## src/rtl/tq_pkg.sv

```systemverilog
package tq_pkg;

   localparam int THR_CODE_W = 3;
   localparam int THR_LVL_W  = 10;

   typedef enum logic {
      ST_HOLD = 1'b0,
      ST_SEND = 1'b1
   } start_st_e;

   // Non-linear cut-through table; reserved code 1 folds onto code 0.
   function automatic logic [THR_LVL_W-1:0] thr_level(input logic [THR_CODE_W-1:0] code);
      logic [THR_LVL_W-1:0] lvl;
      case (code)
         3'd2:    lvl = 10'd96;
         3'd3:    lvl = 10'd128;
         3'd4:    lvl = 10'd192;
         3'd5:    lvl = 10'd256;
         3'd6:    lvl = 10'd384;
         3'd7:    lvl = 10'd512;
         default: lvl = 10'd64;
      endcase
      return lvl;
   endfunction

endpackage

```

## src/rtl/tq_cfg_decode.sv

```systemverilog
module tq_cfg_decode
   import tq_pkg::*;
#(
   parameter int SIZE_CODE_W = 7,
   parameter int BLOCK_BYTES = 256,
   parameter int BEAT_BYTES  = 16,
   parameter int CNT_W       = 16,
   parameter bit REG_OUT     = 1'b0
) (
   input  logic                   clk,
   input  logic                   rst_n,
   input  logic [SIZE_CODE_W-1:0] size_code,
   input  logic [THR_CODE_W-1:0]  thr_code,
   output logic [CNT_W-1:0]       thr_bytes,
   output logic [CNT_W-1:0]       cap_bytes,
   output logic [CNT_W-1:0]       full_mark
);

   localparam int BLK_SH = $clog2(BLOCK_BYTES);

   logic [CNT_W-1:0] thr_c;
   logic [CNT_W-1:0] cap_c;
   logic [CNT_W-1:0] mark_c;

   always_comb begin
      thr_c  = CNT_W'(thr_level(thr_code));
      cap_c  = (CNT_W'(size_code) + CNT_W'(1)) << BLK_SH;
      mark_c = cap_c - CNT_W'(BEAT_BYTES);
   end

   generate
      if (REG_OUT) begin : g_reg
         always_ff @(posedge clk) begin
            if (!rst_n) begin
               thr_bytes <= CNT_W'(64);
               cap_bytes <= CNT_W'(BLOCK_BYTES);
               full_mark <= CNT_W'(BLOCK_BYTES - BEAT_BYTES);
            end else begin
               thr_bytes <= thr_c;
               cap_bytes <= cap_c;
               full_mark <= mark_c;
            end
         end
      end else begin : g_comb
         assign thr_bytes = thr_c;
         assign cap_bytes = cap_c;
         assign full_mark = mark_c;
      end
   endgenerate

endmodule

```

## src/rtl/tq_fill_track.sv

```systemverilog
module tq_fill_track #(
   parameter int CNT_W  = 16,
   parameter int BYTE_W = 5,
   parameter int PKT_W  = 16
) (
   input  logic              clk,
   input  logic              rst_n,
   input  logic              wr_acc,
   input  logic [BYTE_W-1:0] wr_bytes,
   input  logic              wr_eop,
   input  logic              rd_fire,
   input  logic [BYTE_W-1:0] rd_bytes,
   input  logic              rd_eop,
   output logic [CNT_W-1:0]  fill_q,
   output logic              head_done
);

   logic [PKT_W-1:0] eop_cnt_q;
   logic [CNT_W-1:0] add_b;
   logic [CNT_W-1:0] sub_b;
   logic             eop_in;
   logic             eop_out;

   always_comb begin
      add_b   = wr_acc  ? CNT_W'(wr_bytes) : '0;
      sub_b   = rd_fire ? CNT_W'(rd_bytes) : '0;
      eop_in  = wr_acc  & wr_eop;
      eop_out = rd_fire & rd_eop;
   end

   always_ff @(posedge clk) begin
      if (!rst_n) begin
         fill_q    <= '0;
         eop_cnt_q <= '0;
      end else begin
         fill_q <= fill_q + add_b - sub_b;
         case ({eop_in, eop_out})
            2'b10:   eop_cnt_q <= eop_cnt_q + PKT_W'(1);
            2'b01:   eop_cnt_q <= eop_cnt_q - PKT_W'(1);
            default: eop_cnt_q <= eop_cnt_q;
         endcase
      end
   end

   // With no tail stored, every byte in the queue belongs to the head.
   assign head_done = (eop_cnt_q != '0);

endmodule

```

## src/rtl/tq_start_fsm.sv

```systemverilog
module tq_start_fsm
   import tq_pkg::*;
(
   input  logic clk,
   input  logic rst_n,
   input  logic release_ok,
   input  logic pkt_read_done,
   output logic tx_start
);

   start_st_e st_q;
   start_st_e st_d;

   always_comb begin
      st_d = st_q;
      case (st_q)
         ST_HOLD: if (release_ok)    st_d = ST_SEND;
         ST_SEND: if (pkt_read_done) st_d = ST_HOLD;
         default: st_d = ST_HOLD;
      endcase
   end

   always_ff @(posedge clk) begin
      if (!rst_n) st_q <= ST_HOLD;
      else        st_q <= st_d;
   end

   assign tx_start = (st_q == ST_SEND);

endmodule

```

## src/rtl/tq_start_ctrl.sv

```systemverilog
module tq_start_ctrl
   import tq_pkg::*;
#(
   parameter int SIZE_CODE_W = 7,
   parameter int BLOCK_BYTES = 256,
   parameter int BEAT_BYTES  = 16,
   parameter bit REG_CFG     = 1'b0
) (
   input  logic                              clk,
   input  logic                              rst_n,
   input  logic [SIZE_CODE_W-1:0]            cfg_size_code,
   input  logic                              cfg_sf_en,
   input  logic [THR_CODE_W-1:0]             cfg_thr_code,
   input  logic                              wr_valid,
   input  logic [$clog2(BEAT_BYTES+1)-1:0]   wr_bytes,
   input  logic                              wr_eop,
   input  logic                              rd_valid,
   input  logic [$clog2(BEAT_BYTES+1)-1:0]   rd_bytes,
   input  logic                              rd_eop,
   output logic                              tx_start,
   output logic                              q_full
);

   localparam int MAX_CAP = (2 ** SIZE_CODE_W) * BLOCK_BYTES;
   localparam int CNT_W   = $clog2(MAX_CAP + 1);
   localparam int BYTE_W  = $clog2(BEAT_BYTES + 1);

   generate
      if ((BLOCK_BYTES & (BLOCK_BYTES - 1)) != 0) begin : g_bad_blk
         $error("BLOCK_BYTES must be a power of two");
      end
      if (BEAT_BYTES > BLOCK_BYTES) begin : g_bad_beat
         $error("BEAT_BYTES must not exceed BLOCK_BYTES");
      end
      if (CNT_W < THR_LVL_W) begin : g_bad_cnt
         $error("queue too small for the threshold table");
      end
   endgenerate

   logic [CNT_W-1:0] thr_bytes;
   logic [CNT_W-1:0] cap_bytes;
   logic [CNT_W-1:0] full_mark;
   logic [CNT_W-1:0] fill_q;
   logic             head_done;
   logic             wr_acc;
   logic             rd_fire;
   logic             over_thr;
   logic             release_ok;

   tq_cfg_decode #(
      .SIZE_CODE_W (SIZE_CODE_W),
      .BLOCK_BYTES (BLOCK_BYTES),
      .BEAT_BYTES  (BEAT_BYTES),
      .CNT_W       (CNT_W),
      .REG_OUT     (REG_CFG)
   ) i_dec (
      .clk       (clk),
      .rst_n     (rst_n),
      .size_code (cfg_size_code),
      .thr_code  (cfg_thr_code),
      .thr_bytes (thr_bytes),
      .cap_bytes (cap_bytes),
      .full_mark (full_mark)
   );

   assign q_full  = (fill_q > full_mark);
   assign wr_acc  = wr_valid & ~q_full;
   assign rd_fire = rd_valid & tx_start;

   tq_fill_track #(
      .CNT_W  (CNT_W),
      .BYTE_W (BYTE_W),
      .PKT_W  (CNT_W)
   ) i_fill (
      .clk       (clk),
      .rst_n     (rst_n),
      .wr_acc    (wr_acc),
      .wr_bytes  (wr_bytes),
      .wr_eop    (wr_eop),
      .rd_fire   (rd_fire),
      .rd_bytes  (rd_bytes),
      .rd_eop    (rd_eop),
      .fill_q    (fill_q),
      .head_done (head_done)
   );

   assign over_thr   = (fill_q > thr_bytes);
   assign release_ok = head_done | (~cfg_sf_en & over_thr);

   tq_start_fsm i_fsm (
      .clk           (clk),
      .rst_n         (rst_n),
      .release_ok    (release_ok),
      .pkt_read_done (rd_fire & rd_eop),
      .tx_start      (tx_start)
   );

endmodule

```

## config.mk

```make
export PLATFORM = sky130hd
export DESIGN_NAME = tq_start_ctrl
export DESIGN_NICKNAME = d
export VERILOG_FILES = /design/src/rtl/tq_pkg.sv /design/src/rtl/tq_cfg_decode.sv /design/src/rtl/tq_fill_track.sv /design/src/rtl/tq_start_fsm.sv /design/src/rtl/tq_start_ctrl.sv
export SDC_FILE = /design/constraint.sdc
export NUM_CORES = 1
export LEC_CHECK = 0
export CAP_MARGIN = 25
export CELL_PAD_IN_SITES_DETAIL_PLACEMENT = 1
export CELL_PAD_IN_SITES_GLOBAL_PLACEMENT = 1
export CORE_UTILIZATION = 54
export CTS_BUF_LIST = sky130_fd_sc_hd__clkbuf_4
export DETAILED_ROUTE_END_ITERATION = 6
export DONT_BUFFER_PORTS = 1
export GPL_ROUTABILITY_DRIVEN = 0
export GPL_TIMING_DRIVEN = 0
export HOLD_SLACK_MARGIN = 0.03
export PLACE_DENSITY_LB_ADDON = 0.1
export SYNTH_ARGS = -nofsm -noshare
export SYNTH_HDL_FRONTEND = slang
export SYNTH_HIERARCHICAL = 1
export SYNTH_SLANG_ARGS = --single-unit
```

## constraint.sdc

```tcl
create_clock -name clk -period 10.71 [get_ports clk]
set_input_delay 1.6065 -clock clk [delete_from_list [all_inputs] [get_ports clk]]
set_output_delay 1.6065 -clock clk [all_outputs]
set_load 0.02 [all_outputs]
```

======== After elaboration in Yosys (flattened, before gate mapping) ========
Cells that the tools add are included.
W data, S select, Z words.
operators by class
  add/subtract/negate cells ............... 6
  $lt $le $gt $ge ......................... 2
  equality and inequality tests ........... 8
  muxes and demuxes ....................... 7
  bitwise gates (word level) .............. 9
  reduce and logical (&&, ||, !) cells .... 2
operators with widths
  operator                 number
  $pmux W10 S6             1
  $pmux W16 S2             1
  $add A16 B1 Y16 const B  1
  $add A16 B16 Y16         1
  $gt A16 B10 Y1           1
  $gt A16 B16 Y1           1
  $reduce_bool A16 Y1      1
  $sub A16 B1 Y16 const B  1
  $sub A16 B16 Y16         1
  $sub A16 B5 Y16 const B  1
  $eq A3 B3 Y1 const B     4
  $mux W5                  2
  $add A7 B1 Y8 const B    1
  $eq A3 B2 Y1 const B     2
  $and A1 B1 Y1            5
  $not A1 Y1               3
  $eq A2 B1 Y1 const B     1
  $eq A2 B2 Y1 const B     1
  $mux W1                  2
  $pmux W1 S2              1
  $reduce_bool A2 Y1       1
  $or A1 B1 Y1             1
storage, ports and cells
  bits in registers ....................... 33
  output and inout bits ................... 2

======== Longest topological paths before layout ========
Gate-level depths: netlist of the first run.
  depth after elaboration ................. 8
  mapped depth ............................ 23
  gate-level depth less buffers ........... 23

======== Modules after synthesis ========
The synthesis of the first run kept the hierarchy.
by module, submodules not included
  module         instances  cells an instance  area an instance (µm²)  seq. area each (µm²)
  tq_fill_track  1          346                2767.7                  640.6
  tq_start_ctrl  1          123                855.8                   0.0
  tq_cfg_decode  1          73                 511.7                   0.0
  tq_start_fsm   1          4                  51.3                    20.0

======== Least setup slack after synthesis of the first run ========
Ideal clock, no wire load.
  path kind ............................... input to register
  start ................................... input cfg_size_code[0]
  end ..................................... register i_fill.fill_q[14]
  setup time .............................. 78 ps
  arrival time ............................ 6007 ps
  required time ........................... 10632 ps
  setup slack ............................. 4625 ps
  stages on the path ...................... 21
  buffers on the path ..................... 0
  path through ............................ ha_1 > xor2_1 > nor3_1 > nor2b_2 > mux2_2 > inv_1 > ha_1 > nand4_4 > nor4_4 > and3_1 > a41o_1 > nand2_1 > fa_1 > inv_1 > ha_1 > nor2b_1 > o31a_1 > o41a_1 > o311a_1 > o21a_1 > nor3_1
between the ends
  longest elaborated chain between the ends .. 8
RTL lines
  item                    RTL line             RTL
  start: declaration      tq_start_ctrl.sv:11  input logic [SIZE_CODE_W-1:0] cfg_size_code,
  $add A7 B1 Y8           tq_cfg_decode.sv:27  cap_c = (CNT_W'(size_code) + CNT_W'(1)) << BLK_SH;
  via cap_bytes[10]       tq_start_ctrl.sv:41  logic [CNT_W-1:0] cap_bytes;
  $sub A16 B5 Y16         tq_cfg_decode.sv:28  mark_c = cap_c - CNT_W'(BEAT_BYTES);
  via full_mark[15]       tq_start_ctrl.sv:42  logic [CNT_W-1:0] full_mark;
  $gt A16 B16 Y1          tq_start_ctrl.sv:66  assign q_full = (fill_q > full_mark);
  $not A1 Y1              tq_start_ctrl.sv:67  assign wr_acc = wr_valid & ~q_full;
  $and A1 B1 Y1           tq_start_ctrl.sv:67
  via wr_acc              tq_start_ctrl.sv:45  logic wr_acc;
  $mux W5                 tq_fill_track.sv:25  add_b = wr_acc ? CNT_W'(wr_bytes) : '0;
  $add A16 B16 Y16        tq_fill_track.sv:36  fill_q <= fill_q + add_b - sub_b;
  $sub A16 B16 Y16        tq_fill_track.sv:36
  end signal: assignment  tq_fill_track.sv:36
  end: declaration        tq_fill_track.sv:14  output logic [CNT_W-1:0] fill_q,
The timed path passes the listed nets, and every way through them passes these cells.
A chain may end at the register's enable or synchronous reset.

======== Worst setup path after layout of the first run ========
  start ................................... input cfg_size_code[0]
  end ..................................... register i_fill.eop_cnt_q[14]
between the ends
  longest elaborated chain between the ends .. 8
RTL lines
  item                                                       RTL line             RTL
  $add A7 B1 Y8 (*)                                          tq_cfg_decode.sv:27
  via cap_bytes[10]                                          tq_start_ctrl.sv:41
  $sub A16 B5 Y16 (*)                                        tq_cfg_decode.sv:28
  via full_mark[15]                                          tq_start_ctrl.sv:42
  $gt A16 B16 Y1 (*)                                         tq_start_ctrl.sv:66
  $not A1 Y1 (*)                                             tq_start_ctrl.sv:67
  $and A1 B1 Y1 (*)                                          tq_start_ctrl.sv:67
  via wr_acc                                                 tq_start_ctrl.sv:45
  $and A1 B1 Y1 (*)                                          tq_fill_track.sv:27  eop_in = wr_acc & wr_eop;
  $eq A2 B1 Y1 / $eq A2 B2 Y1 (equally long branches)        tq_fill_track.sv:37  case ({eop_in, eop_out})
  $pmux W16 S2 / $reduce_bool A2 Y1 (equally long branches)  n/a
  end signal: assignment                                     tq_fill_track.sv:38  2'b10: eop_cnt_q <= eop_cnt_q + PKT_W'(1);
  end signal: assignment                                     tq_fill_track.sv:39  2'b01: eop_cnt_q <= eop_cnt_q - PKT_W'(1);
  end signal: assignment                                     tq_fill_track.sv:40  default: eop_cnt_q <= eop_cnt_q;
  end: declaration                                           tq_fill_track.sv:18  logic [PKT_W-1:0] eop_cnt_q;
The timed path passes the listed nets; every way through them passes the cells marked *.

==> results by group, run 1 <==
Status
  • Status: completed

Min path
  • Min-Delay Path Class: reg2reg
  • Hold depth: 2
  • Hold path startpoint: i_fill/eop_cnt_q[8]
  • Hold Path End: i_fill/eop_cnt_q[8]

Power and ir drop
  • Total power: 1.03 mW
  • PwrDens: 236 nW/um^2
  • Leakage Power: 2.03 nW
  • Peak supply drop: 158 uV

Finish
  • Final net count: 658
  • Area Growth Syn to Fin: 5.77%
  • Ant diodes: 0
  • FF/Latch Area: 661 sq um
  • Layout cells sized above 1: 7.12%
  • Post-route cell area: 4360 sq um
  • Finished Layout Cells: 661
  • Fillcell total: 954
  • Post-Route Utilization: 59.5%
  • Multi-input combinational cell area: 3050 sq um

Floorplanning
  • Full die area: 7990 sq um
  • # IOs: 29
  • Die width: 89.4 microns
  • Starting density of the core: 56.2%
  • DIE HEIGHT: 89.4 microns
  • Total core area: 7330 sq um
  • # rows: 31

Timing
  • Clock skew: 9.53 ps
  • Worst slew pin tran: 813 ps
  • FMAX: 149 MHz
  • RSZ-0062 raised after global routing: no
  • Slew Viols, Final: 0
  • Final Worst Setup Slack: 4010 ps
  • Hold Violations, Final: 0
  • Slew headroom: 45.8%
  • Total negative slack: 0 ps
  • Setup violators final: 0
  • Worst hold slack: 508 ps
  • Final period util: 62.5%
  • Min Tclk post-route: 6700 ps

Detailed routing
  • Final WL: 10.9 mm
  • Detailed Routing Iterations Pass 1: 4
  • Residual DRC: 0
  • DR iter-0 viols: 121
  • DRT antenna net count: 0
  • DR vias: 3833
  • Vias per cell: 5.80
  • WL/cell: 16.4 microns

Placed design
  • Area post-placement: 4310 sq um
  • Post-placement setup slack: 3790 ps
  • Placed insts: 653
  • Detail Placement HPWL: 9.04 mm
  • Port-buffer cells: 0

Clock tree
  • Clock sinks: 33
  • H-tree depth: 2
  • Root Buffer: clkbuf_4
  • CTS tree: done
  • Clock latency on the worst-skew pair: 330 ps
  • Max Root-Sink Buffers: 2
  • Worst-path clk slew: 110 ps
  • Num CTS Buffers: 5
  • Post-CTS Setup Repair Bufs: 0
  • Post-CTS Resized: 0
  • CTS Hold Bufs: 0

Setup path
  • Startpoint Class: input pin
  • FF-to-FF setup slack: 6070 ps
  • Crit Reg-Reg Startpoint: i_fill/fill_q[14]
  • Critical path peak fanout: 17
  • Worst R2R End: i_fill/eop_cnt_q[14]
  • R2R depth: 15
  • CP required: 10930 ps
  • Kind of critical path: in2reg
  • Worst setup EP type: register
  • Crit path DAT: 6920 ps

Logic synthesis
  • Mapped Avg Cell Area: 7.68 sq um
  • Post-Syn Area: 4120 sq um
  • Cells after synthesis: 537
  • Synth Warn #: 6

Global routing
  • First-pass GRT wire length: 17.4 mm
  • Vias in the first global route: 3747
  • Initial antenna violation count: 0
  • Pin count of the biggest net entering global routing: 18
  • Gr ovfl total: 0
  • All-layer global routing usage: 28.3%

Run
  • Max Cap Viol: 0
power breakdown:
group / switching, mW / total (mW) / internal [mW]
logic: 0.435 / 0.756 / 0.321
clock network: 0.0441 / 0.0679 / 0.0238
registers: 0.0453 / 0.206 / 0.161
layout make-up:
type / instances / share of cell area, %
Multi-Input combinational cell: 418 / 70.0
Clock buffer: 5 / 0.861
Tap cell: 99 / 2.84
Buffer: 33 / 4.85
Inverter: 70 / 6.03
Clock inverter: 3 / 0.287
Sequential cell: 33 / 15.2
critical path, cell delays in order:
cell and delay, ps:
ha_1 240, xor2_1 160, nor3_1 230, nor2b_2 240, mux2_2 350, inv_1 70, ha_1 200, nand4_4 160
nor4_4 350, a32oi_1 140, a41o_1 320, nand2_1 100, ha_1 680, inv_1 230, fa_1 460, nand2b_1 220
a21oi_1 370, o2111ai_1 250, a21oi_1 270, mux2i_1 210, nand2_1 60
registers in the layout, indices dropped and copies added, names as in the netlist:
register / count
i_fsm/tx_start: 1
i_fill/eop_cnt_q: 16
i_fill/fill_q: 16
placed cells by master, fill, tap and decap left out, types with 6 or more instances in the layout:
cell type  count
inv_1         70
o21ai_0       21
a21oi_1       45
dfxtp_1       33
nand2_1       37
buf_4         20
nor3_1        14
nand4_1       12
and2_1        12
a211oi_1       8
xor2_1        10
conb_1        19
xnor2_1       12
nor4_1         8
nand2b_1       6
fa_1           6
ha_1          64
a21o_1        14
clkbuf_1      10
nand3_1       18
nor2_1        27
layer usage:
metal  wire length (microns)  track usage (%)  up-vias
li1                        -                -     1925
met4                     119             5.63        0
met2                    5210             50.3       66
met1                    5070             36.2     1832
met3                     476             4.43       10
met5                       0                0        -
worst max path at each step:
stage / end / slack, ps / startpoint
2_1_floorplan: i_fill/fill_q[14] / 4630 / cfg_size_code[0]
3_3_place_gp: i_fill/eop_cnt_q[14] / 3920 / cfg_size_code[0]
3_5_place_dp: i_fill/eop_cnt_q[14] / 3790 / cfg_size_code[0]
4_1_cts: i_fill/eop_cnt_q[14] / 4120 / cfg_size_code[0]
5_1_grt: i_fill/eop_cnt_q[14] / 3690 / cfg_size_code[0]
6_report: i_fill/eop_cnt_q[14] / 4010 / cfg_size_code[0]
Note: power is estimated with default switching activity, not from simulation.
==> run 2: changes to the inputs <==
Settings changed: CORE_UTILIZATION 54 to 45.
Clock period 10.71 ns to 5.74 ns, I/O delays scaled along.
==> results by group, run 2 (synthesized netlist as in run 1, its figures left out) <==
Power and ir drop
  • Peak supply drop: 246 uV (+56%)
  • Clock Power Share: 7.3% (+0.7 points)
  • Sequential share of power: 20.0% (about the same)
  • Internal: 950 uW (+88%)
  • Leakage Power: 2.03 nW (+0.18%)
  • Net switching power: 970 uW (+85%)
  • Switching Fraction: 50.5% (-0.36 points)
  • Combinational Power Share: 72.7% (-0.7 points)
  • Total power: 1.92 mW (+86%)
  • PwrDens: 436 nW/um^2 (+85%)

Min path
  • Min-Delay Path Class: reg2reg
  • Hold depth: 2 (unchanged)
  • Hold Path End: i_fill/eop_cnt_q[9]
  • Hold path startpoint: i_fill/eop_cnt_q[9]

Floorplanning
  • Starting density of the core: 46.8% (-9.4 points)
  • # rows: 34 (+9.7%)
  • Total core area: 8810 sq um (+20%)
  • Die width: 97.7 microns (+9.3%)
  • DIE HEIGHT: 97.7 microns (+9.3%)
  • # IOs: 29 (unchanged)
  • Full die area: 9550 sq um (+20%)

Timing
  • Slew Viols, Final: 0 (unchanged)
  • Worst slew pin tran: 592 ps (-221 ps)
  • FMAX: 182 MHz
  • Final period util: 95.9%
  • Setup violators final: 0 (unchanged)
  • Clock skew: 15.7 ps (+6.21 ps)
  • Min Tclk post-route: 5500 ps
  • Slew headroom: 60.5% (+15 points)
  • Hold Violations, Final: 0 (unchanged)
  • Final Worst Setup Slack: 238 ps (-3780 ps)

Global routing
  • Gr ovfl total: 0 (unchanged)
  • Vias in the first global route: 3903 (+4.2%)
  • Initial antenna violation count: 0 (unchanged)
  • Pin count of the biggest net entering global routing: 18 (unchanged)
  • All-layer global routing usage: 23.3% (-5.0 points)
  • First-pass GRT wire length: 18.1 mm (+4.3%)

Clock tree
  • Clock latency on the worst-skew pair: 340 ps (about the same)
  • Worst-path clk slew: 120 ps (about the same)
  • Max Root-Sink Buffers: 2 (unchanged)
  • H-tree depth: 2 (unchanged)
  • Root Buffer: clkbuf_4
  • Clock sinks: 33 (unchanged)
  • Num CTS Buffers: 5 (unchanged)
  • CTS tree: done

Setup path
  • R2R depth: 15 (unchanged)
  • CP required: 6000 ps (-4930 ps)
  • Crit path DAT: 5760 ps (-1160 ps)
  • Crit Reg-Reg Startpoint: i_fill/fill_q[13]
  • Kind of critical path: in2reg
  • Worst R2R End: i_fill/fill_q[14]
  • Startpoint Class: input pin
  • FF-to-FF setup slack: 1440 ps (-4630 ps)
  • Critical path peak fanout: 6 (-11)
  • Crit path launch: cfg_size_code[0]
  • Worst setup EP type: register

Status
  • Failing checks: design-rule violations
  • Status: finished with violations

Detailed routing
  • WL/cell: 15.7 microns (-4.3%)
  • DR WL met3: 327 microns (-31%)
  • Detailed Routing Iterations Pass 1: 6 (+2)
  • Top layer in use: met4
  • Residual DRC: 8 (+8)
  • Metal2 WL: 4.82 mm (-7.4%)
  • Final WL: 10.5 mm (-3.0%)
  • Vias per cell: 5.62 (-3.1%)
  • DRT antenna net count: 0 (unchanged)
  • DR iter-0 viols: 126 (+4.1%)
  • DRT met1 WL: 5.35 mm (+5.5%)
  • DR vias: 3764 (-1.8%)

Placed design
  • Port-buffer cells: 0 (unchanged)
  • Placed insts: 662 (+1.4%)
  • Area post-placement: 4320 sq um (+0.26%)
  • Post-placement setup slack: -442 ps (-4230 ps)
  • Detail Placement HPWL: 8.55 mm (-5.4%)

Finish
  • Post-Route Utilization: 50.0% (-9.5 points)
  • Final net count: 658 (unchanged)
  • Layout cells sized above 1: 8.19% (+1.1 points)
  • Finished Layout Cells: 670 (+1.4%)
  • Commonest cells after routing, fill and taps aside: 70 x inv_1, 63 x ha_1, 44 x a21oi_1
  • Ant diodes: 0 (unchanged)
  • Post-route cell area: 4400 sq um (+0.98%)
  • Commonest non-fill, non-tap cell in the layout: inv_1
  • Area Growth Syn to Fin: 6.80%

Run
  • Max Cap Viol: 0 (unchanged)
[run 2: cell types whose count changed in the layout (fill, tap and decap cells not counted), sizes merged]
cell,delta
clkinv,-1
clkinvlp,+1
[run 2: cell type report]
class / instances / area [sq um]
plain buffers: 33 / 211
multi-input cells: 418 / 3080
well taps: 108 / 135
flip-flops and latches: 33 / 661
inverters: 70 / 263
clock buffers: 5 / 37.5
fillers: 1125 / 4400
clock inverters: 3 / 17.5
[run 2: power by group through the flow]
stage          sequential, mW  clock (mW)  combinational, mW
3_5_place_dp            0.393           0               1.37
6_report                0.384       0.139               1.40
5_1_grt                 0.395       0.157               1.58
4_1_cts                 0.388       0.146               1.38
2_1_floorplan           0.356           0               1.09
3_3_place_gp            0.391           0               1.31
[run 2: repair_timing]
| action | CTS | global route |
|---|---|---|
| endpoints found under the setup margin | 2 | 8 |
| resized for setup | 1 | 4 |
| setup buffers | 0 | 0 |
| hold buffers | 0 | 0 |
[run 2: worst max path at each step]
stage | end | slack [ps] | depth (start not counted)
2_1_floorplan | i_fill/fill_q[14] | 400 | 21
3_3_place_gp | i_fill/eop_cnt_q[14] | -360 | 21
3_5_place_dp | i_fill/eop_cnt_q[14] | -440 | 21
4_1_cts | i_fill/fill_q[14] | 70 | 21
5_1_grt | i_fill/fill_q[14] | -2 | 21
6_report | i_fill/fill_q[14] | 240 | 20
[run 2: routing by layer]
| metal | global-route usage [%] | vias up |
|---|---|---|
| met4 | 2.68 | 0 |
| met3 | 2.95 | 4 |
| li1 | - | 1923 |
| met1 | 32.5 | 1780 |
| met5 | 0 | - |
| met2 | 39.6 | 57 |
[run 2: stage by stage]
step                      hold WS (ps)  TNS, ps
after floorplan                    458        0
after global routing               527    -2.23
after detailed placement           485    -3360
after CTS                          502        0
final                              500        0
after global placement             471    -2120
[run 2: critical path: stages]
cell,delay [ps]
ha_1,230
xor2_1,170
a2bb2oi_1,260
and4bb_1,250
xor2_1,150
inv_1,60
ha_1,330
nor2b_1,140
o21ai_0,380
a41o_1,390
nand2_1,110
fa_1,500
inv_1,50
ha_1,320
nor2b_1,170
o31a_1,290
o41a_1,450
o311a_1,340
o21a_1,180
nor3_1,140
